$ cat config.mk
export PLATFORM = sky130hd
export DESIGN_NAME = mdrop_addr_filter
export DESIGN_NICKNAME = d
export VERILOG_FILES = /design/src/rtl/mdf_pkg.sv /design/src/rtl/mdf_addr_cmp.sv /design/src/rtl/mdf_sel_fsm.sv /design/src/rtl/mdf_out_stage.sv /design/src/rtl/mdrop_addr_filter.sv
export SDC_FILE = /design/constraint.sdc
export NUM_CORES = 1
export LEC_CHECK = 0
export ABC_AREA = 1
export BUFFER_PORTS_ARGS = -buffer_cell sky130_fd_sc_hd__buf_2
export CORE_MARGIN = 2
export CORE_UTILIZATION = 44
export CTS_BUF_LIST = sky130_fd_sc_hd__clkbuf_8
export DETAILED_ROUTE_END_ITERATION = 16
export GPL_TIMING_DRIVEN = 0
export HOLD_SLACK_MARGIN = 0.03
export PLACE_DENSITY_LB_ADDON = 0.12
export SYNTH_ARGS = -nofsm -noshare
export SYNTH_HDL_FRONTEND = slang
export SYNTH_HIERARCHICAL = 1
export SYNTH_SLANG_ARGS = --single-unit
$ cat constraint.sdc
create_clock -name clk -period 1.3 [get_ports clk]
set_clock_uncertainty 0.15 [all_clocks]
set_input_delay 0.195 -clock clk [delete_from_list [all_inputs] [get_ports clk]]
set_output_delay 0.195 -clock clk [all_outputs]
set_load 0.1 [all_outputs]
$ cat src/rtl/mdf_pkg.sv
package mdf_pkg;

    typedef enum logic [1:0] {
        CH_NONE = 2'd0,
        CH_ADDR = 2'd1,
        CH_DATA = 2'd2,
        CH_RAW  = 2'd3
    } ch_kind_e;

    typedef enum logic {
        SEL_OFF = 1'b0,
        SEL_ON  = 1'b1
    } sel_state_e;

    function automatic ch_kind_e classify(input logic mode, input logic vld, input logic tag);
        ch_kind_e k;
        if (!vld)       k = CH_NONE;
        else if (!mode) k = CH_RAW;
        else if (tag)   k = CH_ADDR;
        else            k = CH_DATA;
        return k;
    endfunction

endpackage

$ cat src/rtl/mdf_addr_cmp.sv
module mdf_addr_cmp #(
    parameter int DATA_W = 8
) (
    input  logic [DATA_W-1:0] cmp_data,
    input  logic [DATA_W-1:0] cmp_addr,
    input  logic [DATA_W-1:0] cmp_mask,
    output logic              cmp_hit
);
    logic [DATA_W-1:0] bit_ok;

    // One compare cell per bit: a bit that is masked out always agrees.
    for (genvar i = 0; i < DATA_W; i++) begin : g_bit
        assign bit_ok[i] = ~cmp_mask[i] | ~(cmp_data[i] ^ cmp_addr[i]);
    end

    assign cmp_hit = &bit_ok;
endmodule

$ cat src/rtl/mdf_sel_fsm.sv
module mdf_sel_fsm
    import mdf_pkg::*;
(
    input  logic       clk,
    input  logic       rst_n,
    input  logic       mode_en,
    input  ch_kind_e   kind,
    input  logic       hit,
    output sel_state_e sel_q,
    output logic       irq_q
);
    typedef struct packed {
        sel_state_e sel;
        logic       irq;
    } st_t;

    st_t st_d, st_q;

    always_comb begin
        st_d     = st_q;
        st_d.irq = 1'b0;
        if (!mode_en) begin
            st_d.sel = SEL_OFF;
        end else if (kind == CH_ADDR) begin
            st_d.sel = hit ? SEL_ON : SEL_OFF;
            st_d.irq = hit;
        end
    end

    always_ff @(posedge clk or negedge rst_n) begin
        if (!rst_n) begin
            st_q <= '{sel: SEL_OFF, irq: 1'b0};
        end else begin
            st_q <= st_d;
        end
    end

    assign sel_q = st_q.sel;
    assign irq_q = st_q.irq;
endmodule

$ cat src/rtl/mdf_out_stage.sv
module mdf_out_stage
    import mdf_pkg::*;
#(
    parameter int DATA_W = 8
) (
    input  logic              clk,
    input  logic              rst_n,
    input  ch_kind_e          kind,
    input  sel_state_e        sel,
    input  logic [DATA_W-1:0] data,
    output logic              out_valid,
    output logic [DATA_W-1:0] out_data
);
    typedef struct packed {
        logic              vld;
        logic [DATA_W-1:0] dat;
    } os_t;

    os_t os_d, os_q;
    logic take;

    always_comb begin
        take   = (kind == CH_RAW) || ((kind == CH_DATA) && (sel == SEL_ON));
        os_d   = os_q;
        os_d.vld = take;
        if (take) begin
            os_d.dat = data;
        end
    end

    always_ff @(posedge clk or negedge rst_n) begin
        if (!rst_n) begin
            os_q <= '0;
        end else begin
            os_q <= os_d;
        end
    end

    assign out_valid = os_q.vld;
    assign out_data  = os_q.dat;
endmodule

$ cat src/rtl/mdrop_addr_filter.sv
module mdrop_addr_filter
    import mdf_pkg::*;
#(
    parameter int DATA_W = 8
) (
    input  logic              clk,
    input  logic              rst_n,
    input  logic              mode_en,
    input  logic [DATA_W-1:0] node_addr,
    input  logic [DATA_W-1:0] node_mask,
    input  logic              ch_valid,
    input  logic [DATA_W-1:0] ch_data,
    input  logic              ch_tag,
    output logic              fwd_valid,
    output logic [DATA_W-1:0] fwd_data,
    output logic              match_irq
);
    ch_kind_e   kind;
    logic       hit;
    sel_state_e sel;

    assign kind = classify(mode_en, ch_valid, ch_tag);

    mdf_addr_cmp #(.DATA_W(DATA_W)) cmp_i (
        .cmp_data (ch_data),
        .cmp_addr (node_addr),
        .cmp_mask (node_mask),
        .cmp_hit  (hit)
    );

    mdf_sel_fsm fsm_i (
        .clk     (clk),
        .rst_n   (rst_n),
        .mode_en (mode_en),
        .kind    (kind),
        .hit     (hit),
        .sel_q   (sel),
        .irq_q   (match_irq)
    );

    mdf_out_stage #(.DATA_W(DATA_W)) out_i (
        .clk       (clk),
        .rst_n     (rst_n),
        .kind      (kind),
        .sel       (sel),
        .data      (ch_data),
        .out_valid (fwd_valid),
        .out_data  (fwd_data)
    );
endmodule

### After elaboration in Yosys (flattened, before gate mapping)

Cells that the tools add are included.

* output and inout port bits: 10
* input bits: 29
* register bits after elaboration: 11
* logic and storage cells: 50

* equal/unequal tests: 4
* mux-type cells: 7
* reduce and logical (&&, ||, !) cells: 3
* bitwise logic cells: 32

Operator list (number)
* NOT 1 bit: 16
* 2-to-1 mux 2 bit: 4
* OR 1 bit: 8
* AND reduction 8 bit: 1
* bitwise XOR 1 bit: 8
* equality test 2 bit, second input constant: 2
* 2-to-1 mux 1 bit: 3
* equality test 2 x 1 -> 1 bit, second input constant: 1
* != test 2 x 1 -> 1 bit, second input constant: 1
* logical AND 1 bit: 1
* logical OR 1 bit: 1

### Logic depth before layout (Yosys ltp)

Gate-level depths: netlist (run 1).

* word-level depth: 7
* mapped depth: 11
* mapped depth without buffers: 11

### Modules after synthesis

Netlist (run 1), hierarchy kept.

Modules (own cells, without submodules)
* mdf_out_stage: area an instance 371.6 µm², cells an instance 39, sequential area each 225.2 µm², instances 1
* mdf_addr_cmp: area an instance 162.7 µm², cells an instance 42, sequential area each 0.0 µm², instances 1
* mdf_sel_fsm: area an instance 97.6 µm², cells an instance 14, sequential area each 50.0 µm², instances 1
* mdrop_addr_filter: area an instance 21.3 µm², cells an instance 4, sequential area each 0.0 µm², instances 1

### Worst setup path after synthesis (run 1)

No wires, ideal clock.

* kind: reg2reg
* start point: register, netlist name out_i/out_data[0]
* end point: register out_i.os_q, in the netlist out_i/out_data[0]
* library setup time: 0.067 ns
* arrival time: 1.079 ns
* data required time: 1.083 ns
* cell stages (with the launch flop): 3
* buffers on the path: 0
* slack: 0.004 ns
* period minus slack after synthesis: 1.296 ns
* path through: dfrtp_1 > nand2_1 > nand2_1

RTL lines
* end signal, assigned: RTL line mdf_out_stage.sv:35 `os_q <= os_d;`
* end, declared: RTL line mdf_out_stage.sv:19 `os_t os_d, os_q;`

### Final worst setup path (run 1)

* start point: register out_i.os_q, in the netlist out_i/out_data[3]
* end point: output fwd_data[3]

RTL lines
* end, declared: RTL line mdrop_addr_filter.sv:15 `output logic [DATA_W-1:0] fwd_data,`

No word-level cell between the ends.

==> flow_metrics.py, run 1 <==
metrics = {
    "status": {
        "status": "completed",
    },
    "synthesis": {
        "ys_seq_elements": 11,
        "seq_area_frac_synth_pct": 42.15,
        "synthesis.area_um2": 653.1,
        "synth-xor-area-share_pct": 0,
        "netlist_instances": 99,
        "yosys.area.top_type": "dfrtp_1",
        "yosys-top-cells-area": "dfrtp_1 42%, nand2_1 24%, inv_1 8.6%, nor2_1 8.6%, nand3_1 7.7%",
        "synthMuxAreaShare_pct": 0,
        "yosys_warnings": 6,
        "yosys.area.top_type_share_pct": 42.15,
        "syn_avg_cell_area_um2": 6.597,
        "yosysUniqueCellTypes": 11,
        "synthAdderAreaFrac_pct": 0,
        "synth_compound_area_share_pct": 4.598,
        "synth-simple-area-share_pct": 43.49,
        "synth.net_count": 128,
        "synth_top_family_by_area": "simple AND/OR/NAND/NOR gates",
    },
    "power": {
        "intPower_w": 0.0007383,
        "vdd_ir_drop_max_uv": 599.6,
        "p_sw_w": 0.0006093,
        "pwr_density_cell_mw_per_mm2": 1430,
        "seqPwrFrac_pct": 31.0,
        "swShare_pct": 45.21,
        "p_clk_share_pct": 23.3,
        "power.leakage_nw": 0.6055,
        "p_comb_share_pct": 45.7,
    },
    "sta": {
        "min_period_ns": 1.218,
        "fmax_mhz": 820.8,
        "worst_hold_slack_ns": 0.07790,
        "slew_headroom_pct": 80.13,
        "tns_ns": 0,
        "tightest_slew_ns": 0.2981,
        "fin_crit_sh_pct": 93.71,
        "rsz0062_at_grt": "no",
        "finalSetupViolations": 0,
        "hold_violations": 0,
        "slew_violations": 0,
    },
    "global_routing": {
        "grt_usage_pct": 16.99,
        "grt-ovfl-total": 0,
        "antenna_found_initial": 0,
        "grt_pass1_wl_mm": 2.366,
        "grt_pass1_vias": 618,
        "grt_max_degree": 12,
    },
    "cts": {
        "post_cts_buffers": 0,
        "path_clk_slew_ns": 0.05,
        "htreeDepth": 1,
        "cts_tree": "built",
        "cts_buffers": 3,
        "cts_sinks": 11,
        "cts-root-buf": "clkbuf_8",
        "insertion_delay_ns": 0.23,
        "clk_path_buf_depth": 2,
    },
    "critical_path": {
        "cp.depth": 1,
        "crit_fanout": 2,
        "path_buf_inv": 1,
        "crit_arrival_ns": 0.87,
        "end_kind": "output pin",
        "crit_path_max_incr_delay_ns": 0.35,
        "cp.required_ns": 0.95,
        "start_kind": "flip-flop",
        "cp-endpoint": "fwd_data[3]",
        "reg2reg_depth": 3,
        "worstReg2RegEnd": "out_i/out_data[4]",
        "criticalPathCategory": "flip-flop to output pin",
        "cp_cell_sequence": "buf_4",
        "startpoint": "out_i/out_data[3]",
        "r2r_setup_slack_ns": 0.27,
        "crit_family": "flip-flops",
        "r2r_start": "fsm_i/sel_q",
        "slowest_stage": "dfrtp_1",
    },
    "place": {
        "io_buffers": 38,
        "place_congestion": 0.7560,
        "place_hpwl_mm": 1.139,
        "dp.cells": 152,
    },
    "layout": {
        "instances_no_fill": 157,
        "nets": 172,
        "layout-drive-gt1-share_pct": 33.10,
        "final_common_cell": "nand2_1",
        "syn_to_final_growth_pct": 44.25,
        "final_cell_mix": "41 x nand2_1, 28 x buf_2, 16 x inv_1, 15 x nor2_1",
        "antenna-diode-count": 0,
    },
    "route": {
        "drt_iter0_drc": 1,
        "met1Wirelength_um": 604,
        "drtAntennaViolNets": 0,
        "drc": 0,
        "wl_per_cell_um": 8.382,
        "wl_met3_um": 73,
        "drtPass1Iterations": 4,
        "num_vias": 698,
        "top_layer": "met4",
        "routed_wl_mm": 1.316,
        "route.met2.wl_um": 627,
        "viasPerCell": 4.446,
    },
    "floorplanning": {
        "core_mm2": 0.001350,
        "ios": 39,
        "start_util_pct": 48.38,
        "core.rowCount": 13,
        "fp.dieW_um": 42.53,
        "die_y_um": 42.53,
        "die_area_mm2": 0.001808,
    },
    "run": {
        "maxCapViolations": 0,
    },
    "worst_hold_path": {
        "worstHoldPathType": "input pin to flip-flop",
    },
}
==> cell type report <==
type | instances | area (um^2)
Multi-Input combinational cell | 72 | 314.1
Buffer | 1 | 7.507
Inverter | 15 | 56.30
Fill cell | 122 | 407.9
Tap cell | 15 | 18.77
Clock buffer | 3 | 41.29
Clock inverter | 1 | 3.754
Timing Repair Buffer | 39 | 225.2
Sequential cell | 11 | 275.3
==> per-stage QoR <==
stage,cell area [um^2],worst slack (ns),utilization (%),total power [W]
finish,942.2,0.08171,69.79,0.001348
global route,942.2,0.05578,69.79,0.001418
CTS,942.2,0.07694,69.79,0.001364
detailed placement,862.1,-0.004109,63.86,0.001008
global placement,862.1,0.03685,63.86,0.001000
floorplan,653.1,0.004397,-,0.0008807
==> worst min path at each step <==
| stage | from | end | slack (ns) | cells after the start |
|---|---|---|---|---|
| 2_1_floorplan | rst_n | fsm_i/irq_q | -0.25 | 0 |
| 3_3_place_gp | rst_n | out_i/out_data[6] | -0.08 | 1 |
| 3_5_place_dp | rst_n | out_i/out_data[6] | -0.08 | 1 |
| 4_1_cts | ch_data[4] | out_i/out_data[4] | 0.07 | 3 |
| 5_1_grt | ch_data[5] | out_i/out_data[5] | 0.1 | 3 |
| 6_report | ch_data[4] | out_i/out_data[4] | 0.08 | 3 |
==> power by group through the flow <==
stage / sequential, W / clock [W] / combinational [W]
global route: 0.000424 / 0.000345 / 0.000649
global placement: 0.000418 / 0 / 0.000582
detailed placement: 0.000420 / 0 / 0.000588
finish: 0.000418 / 0.000314 / 0.000616
CTS: 0.000418 / 0.000326 / 0.000620
floorplan: 0.000777 / 0 / 0.000104
==> worst min-delay path, cell delays in order <==
cell and delay (ns):
buf_2 0.10, nand3_1 0.07, nand2_1 0.06
==> synth_stat cells <==
library cell,instances
nand2_1,41
inv_1,15
nor2_1,15
dfrtp_1,11
nand3_1,10
nor2_2,2
a21oi_1,1
a21oi_2,1
buf_4,1
nand2_4,1
o21ai_4,1
==> state kept, by name, summed over array words and instances (netlist names) <==
register         count
fsm_i/sel_q          1
fsm_i/irq_q          1
out_i/out_valid      1
out_i/out_data       8
==> cells by family after synthesis <==
kind of cell | count (synthesis)
AND/OR/NAND/NOR | 69
flip-flops | 11
buffers and inverters | 16
AO/OA/AOI/OAI | 3
==> timing repair <==
item	4_1_cts	5_1_grt
endpoints found under the hold margin	11	0
hold buffers	1	0
endpoints found under the setup margin	10	0
resized for setup	10	0
==> metal layers <==
| metal | up-vias | track usage (%) |
|---|---|---|
| met2 | 26 | 27.38 |
| met4 | 0 | 10.63 |
| met1 | 289 | 21.75 |
| li1 | 381 | - |
| met3 | 2 | 1.293 |
| met5 | - | 0 |
Note: power is estimated with default switching activity, not from simulation.
==> run 2, diff against run 1 <==
- CORE_UTILIZATION: 44 -> 39
- clock period: 1.3 -> 1.1 ns (I/O delays scaled with it)
==> flow_metrics.py, run 2 (synthesis results as in run 1) <==
metrics = {
    "critical_path": {
        "crit_fanout": 2,
        "start_kind": "flip-flop",
        "r2r_setup_slack_ns": 0.06,
        "path_buf_inv": 1,
        "slowest_stage": "dfrtp_2",
        "cp.required_ns": 0.78,
        "cp.depth": 1,
        "criticalPathCategory": "flip-flop to output pin",
        "reg2reg_depth": 3,
        "cp_cell_sequence": "buf_12",
        "end_kind": "output pin",
        "crit_path_max_incr_delay_ns": 0.42,
        "crit_family": "flip-flops",
        "crit_arrival_ns": 0.83,
    },
    "floorplanning": {
        "core_mm2": 0.001541,
        "start_util_pct": 42.37,
        "ios": 39,
        "die_area_mm2": 0.002018,
        "die_y_um": 44.92,
        "fp.dieW_um": 44.92,
        "core.rowCount": 14,
    },
    "worst_hold_path": {
        "worstHoldPathType": "input pin to flip-flop",
        "hold_depth": 3,
    },
    "route": {
        "num_vias": 718,
        "drc": 0,
        "drtAntennaViolNets": 0,
        "routed_wl_mm": 1.475,
        "drt_iter0_drc": 3,
        "viasPerCell": 4.516,
        "wl_per_cell_um": 9.277,
        "drtPass1Iterations": 2,
    },
    "layout": {
        "nets": 173,
        "largest_reg_flops": 8,
        "stdcell_area_mm2": 0.001080,
        "syn_to_final_growth_pct": 65.33,
        "antenna-diode-count": 0,
        "utilization_pct": 70.05,
        "final_cell_mix": "41 x nand2_1, 28 x buf_2, 15 x inv_1, 15 x nor2_1, 11 x dfrtp_2",
        "fill_cells": 140,
        "layout-drive-gt1-share_pct": 42.66,
        "final_common_cell": "nand2_1",
    },
    "sta": {
        "fmax_mhz": 876.2,
        "slew_violations": 0,
        "rsz0062_at_grt": "yes",
        "fin_crit_sh_pct": 103.8,
        "setup_ws_ns": -0.04128,
        "min_period_ns": 1.141,
        "tns_ns": -0.3237,
        "tightest_slew_ns": 0.2297,
        "finalSetupViolations": 10,
        "hold_violations": 0,
        "slew_headroom_pct": 84.69,
    },
    "cts": {
        "cts_buffers": 3,
        "insertion_delay_ns": 0.23,
        "clk_path_buf_depth": 2,
        "cts_tree": "built",
        "htreeDepth": 1,
        "cts_sinks": 11,
        "path_clk_slew_ns": 0.05,
        "cts-root-buf": "clkbuf_8",
        "post_cts_buffers": 0,
    },
    "global_routing": {
        "grt_usage_pct": 16.81,
        "grt_max_degree": 12,
        "grt_pass1_wl_mm": 2.415,
        "antenna_found_initial": 0,
        "grt-ovfl-total": 0,
        "grt_pass1_vias": 620,
    },
    "place": {
        "place_congestion": 0.6921,
        "io_buffers": 38,
        "post_dp_cell_area_um2": 875.8,
        "pre_cts_ws_ns": -0.1892,
        "place_hpwl_mm": 1.162,
    },
    "status": {
        "status": "finished with violations",
        "violations": "setup timing",
    },
    "run": {
        "maxCapViolations": 0,
    },
    "power": {
        "vdd_ir_drop_max_uv": 647.9,
        "power.leakage_nw": 0.6257,
        "pwr_density_cell_mw_per_mm2": 1652,
    },
}
[run 2: cell count changes in the layout (fill, tap and decap cells not counted), moves of 2 or more]
cell     previous run  this run
dfrtp_2             0        11
dfrtp_1            11         0
buf_6               0         2
buf_12              0         7
buf_4              11         1
[run 2: path summary, 6_finish.rpt]
kind | startpoint | endpoint
min in group asynchronous | rst_n | out_i/out_data[6]
hold reg to reg | out_i/out_data[5] | out_i/out_data[5]
setup reg to reg | fsm_i/sel_q | out_i/out_data[2]
hold / removal | ch_data[4] | out_i/out_data[4]
setup / recovery | out_i/out_data[3] | fwd_data[3]
max in group asynchronous | rst_n | out_i/out_data[7]
[run 2: metal layers]
layer / routed length (um) / GRT usage, %
met5: 0 / 0
met3: 72 / 1.200
met2: 724 / 27.43
met4: 19 / 12.35
met1: 658 / 20.65
[run 2: power by group]
group	internal [W]	switching (W)	total (W)
Combinational	0.000299	0.000571	0.000870
Clock	0.000243	0.000134	0.000377
Sequential	0.000475	0.0000616	0.000537
Total	0.00102	0.000766	0.00178
[run 2: cell type report]
cell class	instances	area, um^2	area share (%)
buffer	1	7.507	0.6952
clock buffer	3	41.29	3.824
clock inverter	1	3.754	0.3476
inverter	15	56.30	5.214
multi-input combinational	73	334.1	30.94
sequential	11	289.0	26.77
tap	16	20.02	1.854
timing repair buffer	39	327.8	30.36
[run 2: repair_timing]
action | in CTS | in global routing
endpoints found under the hold margin | 11 | 0
hold buffers | 1 | 0
pin swaps | 0 | 1
gates cloned | 0 | 1
resized for setup | 29 | 10
endpoints found under the setup margin | 10 | 17
[run 2: per-stage QoR]
| stage | power, W | std cells | hold WS, ns |
|---|---|---|---|
| 5_1_grt | 0.001870 | 159 | 0.05731 |
| 2_1_floorplan | 0.001054 | 99 | -0.2806 |
| 6_report | 0.001784 | 159 | 0.05017 |
| 4_1_cts | 0.001751 | 158 | 0.04669 |
| 3_5_place_dp | 0.001206 | 153 | -0.1083 |
| 3_3_place_gp | 0.001193 | 153 | -0.1115 |
==> run 3, diff against run 2 <==
- ABC_CLOCK_PERIOD_IN_PS: unset -> 1100
- SETUP_SLACK_MARGIN: unset -> 0.3
==> flow_metrics.py, run 3 (synthesis results as in run 1) <==
metrics = {
    "sta": {
        "fin_crit_sh_pct": 110.5,
        "finalSetupViolations": 10,
        "min_period_ns": 1.215,
        "slew_headroom_pct": 83.20,
        "tightest_slew_ns": 0.2515,
        "rsz0062_at_grt": "yes",
        "setup_ws_ns": -0.1151,
        "worst_hold_slack_ns": 0.007802,
        "slew_violations": 0,
        "fmax_mhz": 823.0,
        "hold_violations": 0,
    },
    "route": {
        "routed_wl_mm": 1.801,
        "viasPerCell": 4.623,
        "route.met2.wl_um": 955,
        "drtAntennaViolNets": 0,
        "drt_iter0_drc": 3,
        "wl_per_cell_um": 11.12,
        "wl_met3_um": 94,
        "met1Wirelength_um": 734,
        "top_layer": "met4",
        "drtPass1Iterations": 3,
        "num_vias": 749,
        "drc": 0,
    },
    "floorplanning": {
        "fp.dieW_um": 44.92,
        "ios": 39,
        "die_area_mm2": 0.002018,
        "core.rowCount": 14,
        "core_mm2": 0.001541,
        "die_y_um": 44.92,
        "start_util_pct": 42.37,
    },
    "global_routing": {
        "grt_max_degree": 12,
        "grt_pass1_vias": 692,
        "grt_usage_pct": 18.47,
        "grt_pass1_wl_mm": 2.746,
        "antenna_found_initial": 0,
        "grt-ovfl-total": 0,
    },
    "critical_path": {
        "crit_path_max_incr_delay_ns": 0.49,
        "start_kind": "flip-flop",
        "crit_arrival_ns": 0.90,
        "crit_family": "flip-flops",
        "path_buf_inv": 1,
        "cp.required_ns": 0.78,
        "end_kind": "output pin",
        "slowest_stage": "dfrtp_4",
        "criticalPathCategory": "flip-flop to output pin",
        "cp_cell_sequence": "buf_12",
        "crit_fanout": 2,
    },
    "layout": {
        "layout-drive-gt1-share_pct": 60.27,
        "nets": 176,
        "syn_to_final_growth_pct": 100.8,
        "final_common_cell": "nand2_1",
        "final_cell_mix": "35 x nand2_1, 18 x buf_2, 11 x nor2_1, 10 x dfrtp_4, 10 x buf_12",
        "largest_reg_flops": 8,
        "antenna-diode-count": 0,
    },
    "cts": {
        "cts_buffers": 3,
        "cts_tree": "built",
        "cts-root-buf": "clkbuf_8",
        "cts_sinks": 11,
        "insertion_delay_ns": 0.23,
        "htreeDepth": 1,
        "clk_path_buf_depth": 2,
        "ctsHoldBuffers": 1,
        "path_clk_slew_ns": 0.05,
    },
    "status": {
        "violations": "setup timing",
        "status": "finished with violations",
    },
    "run": {
        "maxCapViolations": 0,
    },
    "power": {
        "pwr_density_cell_mw_per_mm2": 1467,
        "vdd_ir_drop_max_uv": 793.6,
        "power.leakage_nw": 0.6797,
    },
    "place": {
        "place_hpwl_mm": 1.156,
        "pre_cts_ws_ns": -0.09572,
        "io_buffers": 38,
        "place_congestion": 0.7298,
    },
    "worst_hold_path": {
        "worstHoldPathType": "input pin to flip-flop",
    },
}
[run 3: cell types whose count changed in the layout (fill, tap and decap cells not counted), moves of 6 or more]
cell     before  now
dfrtp_4       0   10
nand3_2       0    8
inv_1        15    9
buf_6         2    9
buf_2        28   18
nand2_1      41   35
inv_2         1    7
nand3_1      10    2
dfrtp_2      11    1
[run 3: repair_timing]
item	in CTS	in global routing
pin swaps	24	16
hold endpoints to repair	13	4
buffers inserted	1	2
endpoints found under the setup margin	21	21
gates cloned	1	0
gates resized for setup	58	26
[run 3: power breakdown]
group          internal (W)  switching, W
Sequential         0.000501     0.0000662
Clock              0.000244      0.000140
Combinational      0.000365      0.000608
Total               0.00111      0.000813
[run 3: metal layers]
| metal | up-vias | track usage, % |
|---|---|---|
| met3 | 2 | 1.600 |
| met1 | 330 | 21.16 |
| met4 | 0 | 10.59 |
| met2 | 27 | 33.14 |
| li1 | 390 | - |
| met5 | - | 0 |
[run 3: worst paths after layout]
path	from	to	slack, ns	cells after the start
max	out_i/out_data[5]	fwd_data[5]	-0.12	1
min	ch_data[5]	out_i/out_data[5]	0.008	3
max reg2reg	fsm_i/sel_q	out_i/out_data[7]	0.05	4
min reg2reg	out_i/out_data[6]	out_i/out_data[6]	0.40	2
max in group asynchronous	rst_n	out_i/out_data[7]	0.40	2
min in group asynchronous	rst_n	out_i/out_data[6]	0.17	2
[run 3: area by class of cell]
| type | instances | area [um^2] |
|---|---|---|
| buffer | 1 | 11.26 |
| clock buffer | 3 | 41.29 |
| clock inverter | 1 | 3.754 |
| fill | 88 | 230.2 |
| inverter | 15 | 56.30 |
| multi-input combinational | 73 | 421.7 |
| sequential | 11 | 314.1 |
| tap | 16 | 20.02 |
| timing repair buffer | 42 | 442.9 |
[run 3: metrics by stage]
| step | util [%] | cells | instance area [um^2] | setup TNS, ns | power (W) |
|---|---|---|---|---|---|
| floorplan | - | 99 | 701.9 | 0 | 0.001086 |
| global placement | 59.17 | 153 | 912.1 | -0.6394 | 0.001222 |
| detailed placement | 59.17 | 153 | 912.1 | -0.9007 | 0.001233 |
| CTS | 78.98 | 160 | 1217 | -1.071 | 0.001879 |
| global route | 85.06 | 162 | 1311 | -1.220 | 0.002002 |
| finish | 85.06 | 162 | 1311 | -1.051 | 0.001924 |
[run 3: worst min-delay path: stages]
cell and delay [ns]:
buf_6 0.08, nand3_2 0.05, nand2_1 0.06
